--- config.mk ---
export PLATFORM = sky130hd
export DESIGN_NAME = pc_updater_thread
export DESIGN_NICKNAME = d
export VERILOG_FILES = /design/src/rtl/pcu_pkg.sv /design/src/rtl/pcu_next_sel.sv /design/src/rtl/pcu_pend_latch.sv /design/src/rtl/pc_updater_thread.sv
export SDC_FILE = /design/constraint.sdc
export NUM_CORES = 1
export LEC_CHECK = 0
export BUFFER_PORTS_ARGS = -buffer_cell sky130_fd_sc_hd__buf_2
export CAP_MARGIN = 40
export CORE_ASPECT_RATIO = 0.7
export CORE_MARGIN = 2
export CORE_UTILIZATION = 49
export DETAILED_ROUTE_END_ITERATION = 10
export PLACE_DENSITY = 0.78
export SLEW_MARGIN = 20
export SYNTH_ARGS = -nofsm -noshare
export SYNTH_HDL_FRONTEND = slang
export SYNTH_SLANG_ARGS = --single-unit
--- constraint.sdc ---
create_clock -name clk -period 2.7 [get_ports clk]
set_input_delay 0.54 -clock clk [delete_from_list [all_inputs] [get_ports clk]]
set_output_delay 0.54 -clock clk [all_outputs]
set_load 0.03 [all_outputs]
--- src/rtl/pcu_pkg.sv ---
package pcu_pkg;

    localparam int unsigned PC_W       = 32;
    localparam int unsigned ALIGN_BITS = 2;
    localparam int unsigned STEP       = 1 << ALIGN_BITS;

    typedef logic [PC_W-1:0] pc_t;

    // Source chosen for the next PC, listed from strongest to weakest
    typedef enum logic [3:0] {
        NS_BOOT,
        NS_TRAP,
        NS_RET,
        NS_IRQ,
        NS_JUMP,
        NS_DEFER,
        NS_IDLE,
        NS_STALL,
        NS_RESUME,
        NS_STEP
    } nsel_e;

    typedef struct packed {
        logic boot;
        logic exc;
        logic ret;
        logic irq_srv;
        logic jmp;
        logic defer;
        logic issue;
        logic irq_wait;
    } ev_t;

    function automatic pc_t word_align(pc_t a);
        return {a[PC_W-1:ALIGN_BITS], {ALIGN_BITS{1'b0}}};
    endfunction

    function automatic logic is_redirect(nsel_e s);
        return (s == NS_TRAP) || (s == NS_RET) || (s == NS_IRQ) || (s == NS_JUMP);
    endfunction

endpackage

--- src/rtl/pcu_next_sel.sv ---
module pcu_next_sel
    import pcu_pkg::*;
#(
    parameter pc_t BOOT_ADDR = '0
) (
    input  ev_t   ev,
    input  pc_t   pc_q,
    input  logic  pend_vld,
    input  pc_t   pend_tgt,
    input  pc_t   tvec,
    input  pc_t   epc,
    input  pc_t   br_tgt,
    output nsel_e nsel,
    output pc_t   pc_d
);

    localparam pc_t BOOT_ALIGNED = word_align(BOOT_ADDR);

    always_comb begin
        if (ev.boot)                    nsel = NS_BOOT;
        else if (ev.exc)                nsel = NS_TRAP;
        else if (ev.ret)                nsel = NS_RET;
        else if (ev.irq_srv)            nsel = NS_IRQ;
        else if (ev.jmp)                nsel = NS_JUMP;
        else if (ev.defer)              nsel = NS_DEFER;
        else if (!ev.issue)             nsel = NS_IDLE;
        else if (ev.irq_wait)           nsel = NS_STALL;
        else if (pend_vld)              nsel = NS_RESUME;
        else                            nsel = NS_STEP;
    end

    always_comb begin
        unique case (nsel)
            NS_BOOT:   pc_d = BOOT_ALIGNED;
            NS_TRAP:   pc_d = word_align(tvec);
            NS_RET:    pc_d = word_align(epc);
            NS_IRQ:    pc_d = word_align(tvec);
            NS_JUMP:   pc_d = word_align(br_tgt);
            NS_RESUME: pc_d = pend_tgt;
            NS_STEP:   pc_d = pc_q + pc_t'(STEP);
            default:   pc_d = pc_q;
        endcase
    end

endmodule

--- src/rtl/pcu_pend_latch.sv ---
module pcu_pend_latch
    import pcu_pkg::*;
(
    input  logic clk,
    input  logic rst,
    input  logic load,
    input  logic drop,
    input  pc_t  tgt_in,
    output logic vld,
    output pc_t  tgt_q
);

    always_ff @(posedge clk) begin
        if (rst) begin
            vld   <= 1'b0;
            tgt_q <= '0;
        end else if (load) begin
            vld   <= 1'b1;
            tgt_q <= word_align(tgt_in);
        end else if (drop) begin
            vld   <= 1'b0;
        end
    end

endmodule

--- src/rtl/pc_updater_thread.sv ---
module pc_updater_thread
    import pcu_pkg::*;
#(
    parameter logic [31:0] BOOT_ADDR = 32'h0000_0080
) (
    input  logic        clk,
    input  logic        rst,
    input  logic        issue_i,
    input  logic        br_take_i,
    input  logic        br_defer_i,
    input  logic [31:0] br_target_i,
    input  logic        exc_i,
    input  logic [31:0] tvec_i,
    input  logic        mret_i,
    input  logic [31:0] epc_i,
    input  logic        irq_wait_i,
    input  logic        irq_served_i,
    output logic [31:0] pc_o
);

    ev_t   ev;
    nsel_e nsel;
    pc_t   pc_q;
    pc_t   pc_d;
    logic  pend_vld;
    pc_t   pend_tgt;

    always_comb begin
        ev.boot     = rst;
        ev.exc      = exc_i;
        ev.ret      = mret_i;
        ev.irq_srv  = irq_served_i;
        ev.jmp      = br_take_i;
        ev.defer    = br_defer_i;
        ev.issue    = issue_i;
        ev.irq_wait = irq_wait_i;
    end

    pcu_next_sel #(
        .BOOT_ADDR (BOOT_ADDR)
    ) u_sel (
        .ev       (ev),
        .pc_q     (pc_q),
        .pend_vld (pend_vld),
        .pend_tgt (pend_tgt),
        .tvec     (tvec_i),
        .epc      (epc_i),
        .br_tgt   (br_target_i),
        .nsel     (nsel),
        .pc_d     (pc_d)
    );

    pcu_pend_latch u_pend (
        .clk    (clk),
        .rst    (rst),
        .load   (nsel == NS_DEFER),
        .drop   (is_redirect(nsel) || (nsel == NS_RESUME)),
        .tgt_in (br_target_i),
        .vld    (pend_vld),
        .tgt_q  (pend_tgt)
    );

    always_ff @(posedge clk) begin
        pc_q <= pc_d;
    end

    assign pc_o = pc_q;

endmodule

## Word level (Yosys, flattened, before mapping)

Index checks and enable logic that the tools add are counted.

| storage, ports and cells | value |
|---|---|
| output and inout bits | 32 |
| input port bits | 105 |
| word-level logic and storage cells | 31 |
| register bits after elaboration | 63 |

| cells by class | value |
|---|---|
| reduce and logical (&&, ||, !) cells | 8 |
| equal/unequal tests | 7 |
| $add $sub $neg | 1 |
| muxes and demuxes | 12 |

Operator list:

| cell | number |
|---|---|
| 32-bit one-hot mux with 6 select lines | 1 |
| 32-bit by 3-bit adder with 32-bit output, second input constant | 1 |
| 4-bit 2-to-1 mux | 8 |
| 4-bit by 2-bit equality test with 1-bit output, second input constant | 2 |
| 4-bit by 3-bit equality test with 1-bit output, second input constant | 2 |
| 4-bit equality test, second input constant | 2 |
| 6-bit nonzero test | 1 |
| 4-bit by 1-bit equality test with 1-bit output, second input constant | 1 |
| 4-bit zero test | 1 |
| 1-bit logical OR | 4 |
| 1-bit 2-to-1 mux | 3 |
| 2-bit nonzero test | 1 |
| 2-bit OR reduction | 1 |

## Depth between registers and ports, before layout

Gate-level depths: netlist of run 1.

| depth | value |
|---|---|
| depth in word-level cells | 16 |
| mapped depth | 7 |
| mapped depth without buffers | 6 |

## Cells and area by module

From an unflattened synthesis of run 1, not the netlist that was laid out.

| unflattened totals | value |
|---|---|
| cells, all modules | 443 |
| area, all modules | 3,807.4 um^2 |

Modules (own cells, without submodules):

| module | seq. area each (um^2) | cells each | area an instance (um^2) | instances |
|---|---|---|---|---|
| pcu_next_sel | 0.0 | 302 | 1,975.6 | 1 |
| pcu_pend_latch | 620.6 | 104 | 1,151.1 | 1 |
| pc_updater_thread | 640.6 | 37 | 680.7 | 1 |

## Least setup slack after synthesis of run 1

No wires, ideal clock.

| path | value |
|---|---|
| path kind | register -> register |
| start | register pc_q[2] (netlist: pc_o[2]) |
| end | register pc_q[18] (netlist: pc_o[18]), data pin |
| setup time | 261 ps |
| clock period less this slack | 2,255 ps |
| slack | 445 ps |
| stages on the path, launching flop included | 7 |
| arrival time | 1,995 ps |
| buffers on the path | 0 |
| required time | 2,439 ps |
| cells stage by stage | edfxtp_1 > ha_1 > nand4_1 > or4_4 > nor2_2 > xnor2_1 > a221o_1 |

| between the ends | value |
|---|---|
| cells in the longest elaborated chain, start to end | 2 |

RTL lines:

| item | RTL line | RTL |
|---|---|---|
| start: declaration | pc_updater_thread.sv:23 | `pc_t pc_q;` |
| start signal: assignment | pc_updater_thread.sv:64 | `pc_q <= pc_d;` |
| 32-bit by 3-bit adder with 32-bit output | pcu_next_sel.sv:40 | `NS_STEP: pc_d = pc_q + pc_t'(STEP);` |
| 32-bit one-hot mux with 6 select lines | pcu_next_sel.sv:33 | `unique case (nsel)` |

Every way passes these cells.
A chain may end at the register's enable or synchronous reset.

## Worst setup path after layout of run 1

Same ends and word-level chain as after synthesis.

==> out/qor.csv, run 1 <==
stage;metric;value;unit
run_status;status;completed;
synth;Avg Cell Area, Syn;8.96;µm²
die;Core ar.;0.00685;mm²
detailed_routing;number of remaining DRC errors;0;
setup_path;count of buffer and inverter cells on the critical path;0;
clock_tree;total CTS buffers;9;
die;Die Area;0.00785;mm²
setup_path;critical path peak fanout;5;
setup_path;worst path required time;2.79;ns
clock_tree;clk_lat worst skew;0.34;ns
timing;final period utilization;83.7;%
place;port buffer count;128;
clock_tree;CTS Sinks;61;
synth;Yosys Warn Count;0;
global_routing;global-route wire length before repair;16900;µm
timing;Clock Skews;0.0110;ns
synth;top cell type by total area after synthesis;edfxtp_1;
timing;Final min period;2.26;ns
clock_tree;CTS H-tree depth;3;
synth;Post-synth top cells;nand2_1, dfxtp_1, a21oi_1, edfxtp_1, o21ai_0;
power;Pleak;1.79;nW
setup_path;CP max stage delay;0.61;ns
detailed_routing;vias;3665;
layout;share of cells above drive strength 1;33.5;%
layout;NumNets Final;626;
synth;post-synth top area share;25.7;%
clock_tree;cts repair resizes;0;
layout;Layout area overhead;28.3;%
synth;Area contributors post-synth;edfxtp_1, dfxtp_1, nand2_1;
layout;# fillers;580;
flow_run;max_cap viols;0;
layout;Final Core Density;65.6;%
clock_tree;post-CTS setup buffer count;0;
clock_tree;CTS tree;yes;
synth;Post-synth EDFFs;30;
die;Initial Utilization;51.1;%
layout;antenna diode count;0;
die;die width;105;µm
clock_tree;Root Buffer;clkbuf_8;
timing;Setup TNS;0;ns
clock_tree;Clock Path Buffers;2;
detailed_routing;Via-to-Cell Ratio;5.92;
setup_path;Startpoint Class;register;
place;hpwl dp;8150;µm
detailed_routing;initial DRC count;341;
timing;Slew Viols, Final;0;
setup_path;critical path's top delay family;simple AND/OR/NAND/NOR gates;
synth;Synth Flop Type;dfxtp_1;
global_routing;largest net degree at the start of global routing;31;
timing;final hold violation count;0;
synth;Async S/R FF share, synth;0;%
detailed_routing;Detailed Route WL;10500;µm
clock_tree;hold_buf cts;0;
die;FP Rows;25;
detailed_routing;Pre-antenna DRT Iters;5;
synth;count leader, synth;nand2_1;
min_path;Worst Hold Class;primary input to register;
setup_path;CP endpoint kind;register;
timing;final setup vio count;0;
synth;sequential-to-total area share from yosys stat;43.4;%
setup_path;crit path kind;register to register;
place;global placer's final weighted congestion;0.937;
global_routing;overall routing resource usage;27.7;%
die;die height;74.7;µm
power;power density cells;512;mW/mm²
synth;Cells after Synth;391;
detailed_routing;drt wl/cell;17.0;µm
die;IO Pins;137;
global_routing;vias in the first global route;3450;
setup_path;crit path cell chain;ha_1 > nand4_1 > or4_4 > nor2_2 > xnor2_1 > a221o_1;
global_routing;initial antenna violation count;0;
synth;post-synthesis register bit count;61;
synth;Synth Cell Area;0.00350;mm²
timing;RSZ-0062 raised after global routing;false;
power;Power Total;2.30;mW
synth;post-synthesis cell type count;47;
power;Peak VDD IR;307;µV
detailed_routing;antenna-violating nets left;0;
timing;Achievable Freq;442;MHz
clock_tree;Reg clk slew, reported paths;0.07;ns
global_routing;Congestion Overflow GR;0;
timing;Max transition margin;47.2;%
setup_path;CP max stage cell;or4_4;
setup_path;Critical Path AT;2.35;ns
timing;worst slew pin tran;0.790;ns
cells by family after synthesis:
| group | count (synthesis) | synth area share (%) |
|---|---|---|
| buffers and inverters | 30 | 3.64 |
| adders and majority gates | 1 | 0.357 |
| AOI/OAI and AO/OA | 120 | 23.8 |
| other | 1 | 0.107 |
| and+or+nand+nor | 150 | 21.6 |
| DFF | 61 | 43.4 |
| xor gates and xnor gates | 28 | 7.00 |
layout make-up:
type	instances	area, µm²	share of cell area (%)
inverters	3	11.3	0.250
repair buffers	144	761	16.9
well taps	94	118	2.62
clock inverters	6	60.1	1.34
flip-flops and latches	61	1520	33.8
clock buffers	10	149	3.31
multi-input cells	301	1880	41.7
worst paths after layout:
kind | startpoint | slack (ns) | end | cells past startpoint
worst max-delay path | pc_o[2]$_SDFFCE_PN0P_ | 0.44 | pc_o[18]$_SDFFCE_PN0P_ | 6
worst min-delay path | br_target_i[3] | 0.45 | u_pend.tgt_q[3]$_SDFFE_PP0P_ | 3
worst max register to register | pc_o[2]$_SDFFCE_PN0P_ | 0.44 | pc_o[18]$_SDFFCE_PN0P_ | 6
worst min register to register | u_pend.tgt_q[3]$_SDFFE_PP0P_ | 0.45 | u_pend.tgt_q[3]$_SDFFE_PP0P_ | 2
worst register-to-register path, delay by kind of cell, from the launching register on:
| kind | cells | cell delay (ns) |
|---|---|---|
| simple gates | 3 | 0.93 |
| flops | 1 | 0.42 |
| compound gates | 1 | 0.32 |
| fa+ha+maj | 1 | 0.26 |
| xor+xnor | 1 | 0.08 |
per-stage QoR:
| stage | std cells | hold slack, ns | cell area (µm²) | setup slack, ns |
|---|---|---|---|---|
| 6_report | 619 | 0.450 | 4500 | 0.440 |
| 5_1_grt | 619 | 0.440 | 4500 | 0.337 |
| 4_1_cts | 619 | 0.444 | 4500 | 0.449 |
| 3_5_place_dp | 603 | 0.446 | 4290 | 0.331 |
| 3_3_place_gp | 603 | 0.441 | 4280 | 0.227 |
| 2_1_floorplan | 392 | 0.436 | 3510 | 0.445 |
layout by cell type (no fill, tap or decap), types with 2 or more instances in the layout:
cell / Yosys / routed
buf_2: 6 / 128
nand2_1: 83 / 83
dfxtp_1: 31 / 31
a21oi_1: 30 / 30
edfxtp_1: 30 / 30
o21ai_0: 25 / 25
a22o_1: 20 / 20
a221oi_1: 20 / 20
buf_4: 2 / 16
xor2_1: 15 / 15
nand3_1: 13 / 13
xnor2_1: 13 / 13
nand4_1: 10 / 10
a22oi_1: 10 / 10
clkbuf_8: 0 / 9
nor2_1: 8 / 8
a221o_1: 6 / 6
or2_2: 4 / 4
nor3_1: 5 / 4
and3_1: 4 / 4
inv_1: 3 / 3
nor4_2: 3 / 3
nor3b_1: 2 / 2
nand4_2: 2 / 2
nor4_1: 2 / 2
nor2b_1: 2 / 2
and4_1: 2 / 2
o2111ai_1: 2 / 2
conb_1: 1 / 2
clkinv_2: 0 / 2
registers in the layout (all words and copies together), names as in the netlist:
register      flops
u_pend.tgt_q     30
u_pend.vld        1
pc_o             30
where the power goes:
group	total [mW]	internal, mW	leakage [nW]	switching, mW
Sequential	1.09	1.02	0.595	0.0647
Combinational	0.379	0.152	1.09	0.227
Clock	0.839	0.477	0.105	0.362
per-layer routing:
metal	vias up	wire (µm)	share of wire [%]	track usage [%]
met5	-	0	0	0
met4	0	49	0.46	7.11
met3	7	1100	10	7.01
met2	206	4690	44	42.1
met1	1718	4720	45	40.0
li1	1734	-	-	-
Power figures use the tool's default switching activity.
==> run 2: changes to the inputs <==
ABC_AREA = 1   (was unset)
CORE_UTILIZATION = 50   (was 49)
PLACE_DENSITY = 0.77   (was 0.78)
clock period = 2.3 ns   (was 2.7 ns; I/O delays follow)
==> out/qor.csv, run 2 <==
stage;metric;value;unit;change
global_routing;overall routing resource usage;27.7;%;about the same
detailed_routing;Detailed Route WL;12100;µm;was 10,500 µm
power;Pleak;2.53;nW;was 1.79 nW
clock_tree;hold_buf cts;0;;unchanged
die;Core ar.;0.00791;mm²;was 0.00685 mm²
min_path;Worst Hold Class;primary input to register;;unchanged
die;die height;79.8;µm;was 74.7 µm
detailed_routing;drt wl/cell;14.0;µm;was 17.0 µm
timing;final hold violation count;0;;unchanged
place;dpl cell area;0.00489;mm²;was 0.00429 mm²
setup_path;critical path peak fanout;4;;was 5
clock_tree;total CTS buffers;9;;unchanged
power;sw frac;30.2;%;was 28.4%
clock_tree;CTS Sinks;61;;unchanged
power;clock share of power;38.7;%;was 36.4%
synth;Cells after Synth;634;;was 391
timing;Final min period;2.08;ns;was 2.26 ns
detailed_routing;vias;4497;;was 3,665
clock_tree;Clock Path Buffers;2;;unchanged
setup_path;path depth of the worst reg2reg path;9;;was 6
synth;top cell type by total area after synthesis;edfxtp_1;;unchanged
synth;post-synth top area share;21.9;%;was 25.7%
synth;Async S/R FF share, synth;0;%;unchanged
setup_path;count of buffer and inverter cells on the critical path;0;;unchanged
synth;Yosys Warn Count;0;;unchanged
die;Die Area;0.00897;mm²;was 0.00785 mm²
timing;Setup TNS;0;ns;unchanged
power;P_sw;0.962;mW;was 0.654 mW
die;die width;112;µm;was 105 µm
power;Flop pwr share;41.9;%;was 47.1%
setup_path;Worst Setup SP;pc_o[2]$_SDFFCE_PN0P_;;unchanged
place;port buffer count;128;;unchanged
die;IO Pins;137;;unchanged
power;power density cells;618;mW/mm²;was 512 mW/mm²
detailed_routing;number of remaining DRC errors;0;;unchanged
global_routing;largest net degree at the start of global routing;62;;was 31
clock_tree;clk_lat worst skew;0.33;ns;was 0.34 ns
clock_tree;Root Buffer;clkbuf_16;;was clkbuf_8
setup_path;CP endpoint kind;register;;unchanged
die;Initial Utilization;52.0;%;was 51.1%
setup_path;crit path cell chain;ha_1 > nand2_1 > nor2_1 > nand2_1 > nor3_1 > xnor2_1 > nor2_1 > a21oi_1 > nand2_1;;was ha_1 > nand4_1 > or4_4 > nor2_2 > xnor2_1 > a221o_1
global_routing;initial antenna violation count;0;;unchanged
synth;Post-synth top cells;nor2_1, nand2_1, inv_1;;was nand2_1, dfxtp_1, a21oi_1, edfxtp_1, o21ai_0
global_routing;global-route wire length before repair;19800;µm;was 16,900 µm
setup_path;R2R setup slack;0.22;ns;was 0.44 ns
setup_path;CP endpoint;pc_o[26]$_SDFFCE_PN0P_;;was pc_o[18]$_SDFFCE_PN0P_
layout;share of cells above drive strength 1;22.0;%;was 33.5%
detailed_routing;Via-to-Cell Ratio;5.19;;was 5.92
synth;Synth Flop Type;dfxtp_1;;unchanged
synth;count leader, synth;nor2_1;;was nand2_1
synth;Synth Cell Area;0.00411;mm²;was 0.00350 mm²
power;combinational fraction of design power;19.4;%;was 16.4%
flow_run;max_cap viols;0;;unchanged
place;hpwl dp;9180;µm;was 8150 µm
timing;final period utilization;90.5;%;was 83.7%
global_routing;Congestion Overflow GR;0;;unchanged
setup_path;Startpoint Class;register;;unchanged
synth;Avg Cell Area, Syn;6.48;µm²;was 8.96 µm²
clock_tree;cts repair resizes;0;;unchanged
timing;final setup vio count;0;;unchanged
clock_tree;CTS H-tree depth;3;;unchanged
layout;Layout area overhead;25.6;%;was 28.3%
place;global placer's final weighted congestion;0.904;;was 0.937
synth;Area contributors post-synth;edfxtp_1, nor2_1, dfxtp_1;;was edfxtp_1, dfxtp_1, nand2_1
run_status;status;completed;;unchanged
clock_tree;CTS tree;yes;;unchanged
setup_path;crit path kind;register to register;;unchanged
setup_path;worst path required time;2.38;ns;was 2.79 ns
setup_path;cell mode on critical path;nand2_1;;
timing;Clock Skews;0.00755;ns;was 0.0110 ns
setup_path;Critical Path AT;2.16;ns;was 2.35 ns
timing;hold_ws;0.438;ns;was 0.450 ns
timing;Slew Viols, Final;0;;unchanged
synth;sequential-to-total area share from yosys stat;37.0;%;was 43.4%
setup_path;worst flop-to-flop path endpoint;pc_o[26]$_SDFFCE_PN0P_;;was pc_o[18]$_SDFFCE_PN0P_
setup_path;stages on the worst setup path;9;;was 6
setup_path;reg2reg start;pc_o[2]$_SDFFCE_PN0P_;;unchanged
power;Peak VDD IR;442;µV;was 307 µV
timing;RSZ-0062 raised after global routing;false;;unchanged
global_routing;vias in the first global route;4319;;was 3,450
layout;final instance area;0.00516;mm²;was 0.00450 mm²
detailed_routing;initial DRC count;297;;was 341
setup_path;CP max stage delay;0.41;ns;was 0.61 ns
synth;Post-synth EDFFs;30;;unchanged
power;P_int;2.23;mW;was 1.65 mW
clock_tree;post-CTS setup buffer count;0;;unchanged
layout;commonest non-fill, non-tap cell in the layout;nor2_1;;was buf_2
setup_path;critical path's top delay family;simple AND/OR/NAND/NOR gates;;unchanged
clock_tree;Reg clk slew, reported paths;0.05;ns;was 0.07 ns
layout;NumNets Final;866;;was 626
synth;post-synthesis cell type count;29;;was 47
layout;Final Core Density;65.3;%;was 65.6%
layout;# fillers;738;;was 580
layout;commonest cells after routing, fill and taps aside;nor2_1, buf_2, nand2_1;;was buf_2, nand2_1, dfxtp_1
die;FP Rows;27;;was 25
timing;Achievable Freq;480;MHz;was 442 MHz
layout;antenna diode count;0;;unchanged
detailed_routing;antenna-violating nets left;0;;unchanged
synth;post-synthesis register bit count;61;;unchanged
setup_path;CP max stage cell;edfxtp_1;;was or4_4
detailed_routing;Pre-antenna DRT Iters;5;;unchanged
==> run 2: changes by cell type after synthesis, sizes merged, moves of 10 or more <==
cell,previous run,this run
nor2,9,179
inv,3,84
nand3,13,47
a21oi,30,58
a221oi,20,0
a22o,20,0
nand2,83,95
a22oi,10,0
buf,8,18
==> run 2: layout make-up <==
type                       count  area [µm²]  share of cell area (%)
timing repair buffer         142         783                    15.2
tap                          101         126                    2.45
clock buffer                  13         260                    5.04
multi-input combinational    462        2130                    41.3
inverter                      84         328                    6.35
sequential                    61        1520                    29.5
clock inverter                 3        12.5                   0.242
==> run 2: power groups by stage <==
stage	logic (mW)	clock network, mW	registers, mW
final	0.620	1.23	1.34
after floorplan	0.256	0	1.46
after global placement	0.610	0	1.35
after CTS	0.621	1.25	1.34
after detailed placement	0.618	0	1.36
after global routing	0.683	1.29	1.35
==> run 2: cells by family (layout without fill, tap and decap cells) <==
group / after synthesis / count (layout) / synth area share, %
buffers and inverters: 112 / 242 / 11.4
adder cells (fa/ha/maj): 1 / 1 / 0.305
flip-flops: 61 / 61 / 37.0
XOR/XNOR: 25 / 25 / 5.33
other: 1 / 2 / 0.0913
AND/OR/NAND/NOR: 344 / 344 / 34.7
AO/OA/AOI/OAI: 90 / 90 / 11.1
==> run 2: how the worst min path moves through the flow <==
stage	start	endpoint	slack, ns	cells past startpoint
floorplan	u_pend.tgt_q[3]$_SDFFE_PP0P_	u_pend.tgt_q[3]$_SDFFE_PP0P_	0.43	2
global placement	u_pend.tgt_q[7]$_SDFFE_PP0P_	u_pend.tgt_q[7]$_SDFFE_PP0P_	0.44	2
detailed placement	u_pend.tgt_q[7]$_SDFFE_PP0P_	u_pend.tgt_q[7]$_SDFFE_PP0P_	0.45	2
CTS	br_target_i[7]	u_pend.tgt_q[7]$_SDFFE_PP0P_	0.43	3
global route	br_target_i[7]	u_pend.tgt_q[7]$_SDFFE_PP0P_	0.48	3
finish	br_target_i[7]	u_pend.tgt_q[7]$_SDFFE_PP0P_	0.44	3
==> run 2: metrics by stage <==
step / cells / power [mW] / worst slack (ns)
after floorplan: 635 / 1.72 / -0.261
after global placement: 849 / 1.96 / 0.0361
after detailed placement: 850 / 1.97 / 0.164
after CTS: 866 / 3.20 / 0.245
after global routing: 866 / 3.32 / 0.0291
final: 866 / 3.19 / 0.219
==> run 2: tightest hold or removal path, delay by kind of cell <==
kind            cells  cell delay, ns
buf+inv             1            0.09
compound gates      2            0.17
==> run 2: metal layers <==
metal	share of wire [%]	GRT usage (%)	vias up	wire length, µm
met3	7.1	5.24	9	863
met4	0.91	8.41	0	110
met1	47	37.9	2051	5670
met5	0	0	-	0
met2	45	44.8	178	5440
li1	-	-	2259	-
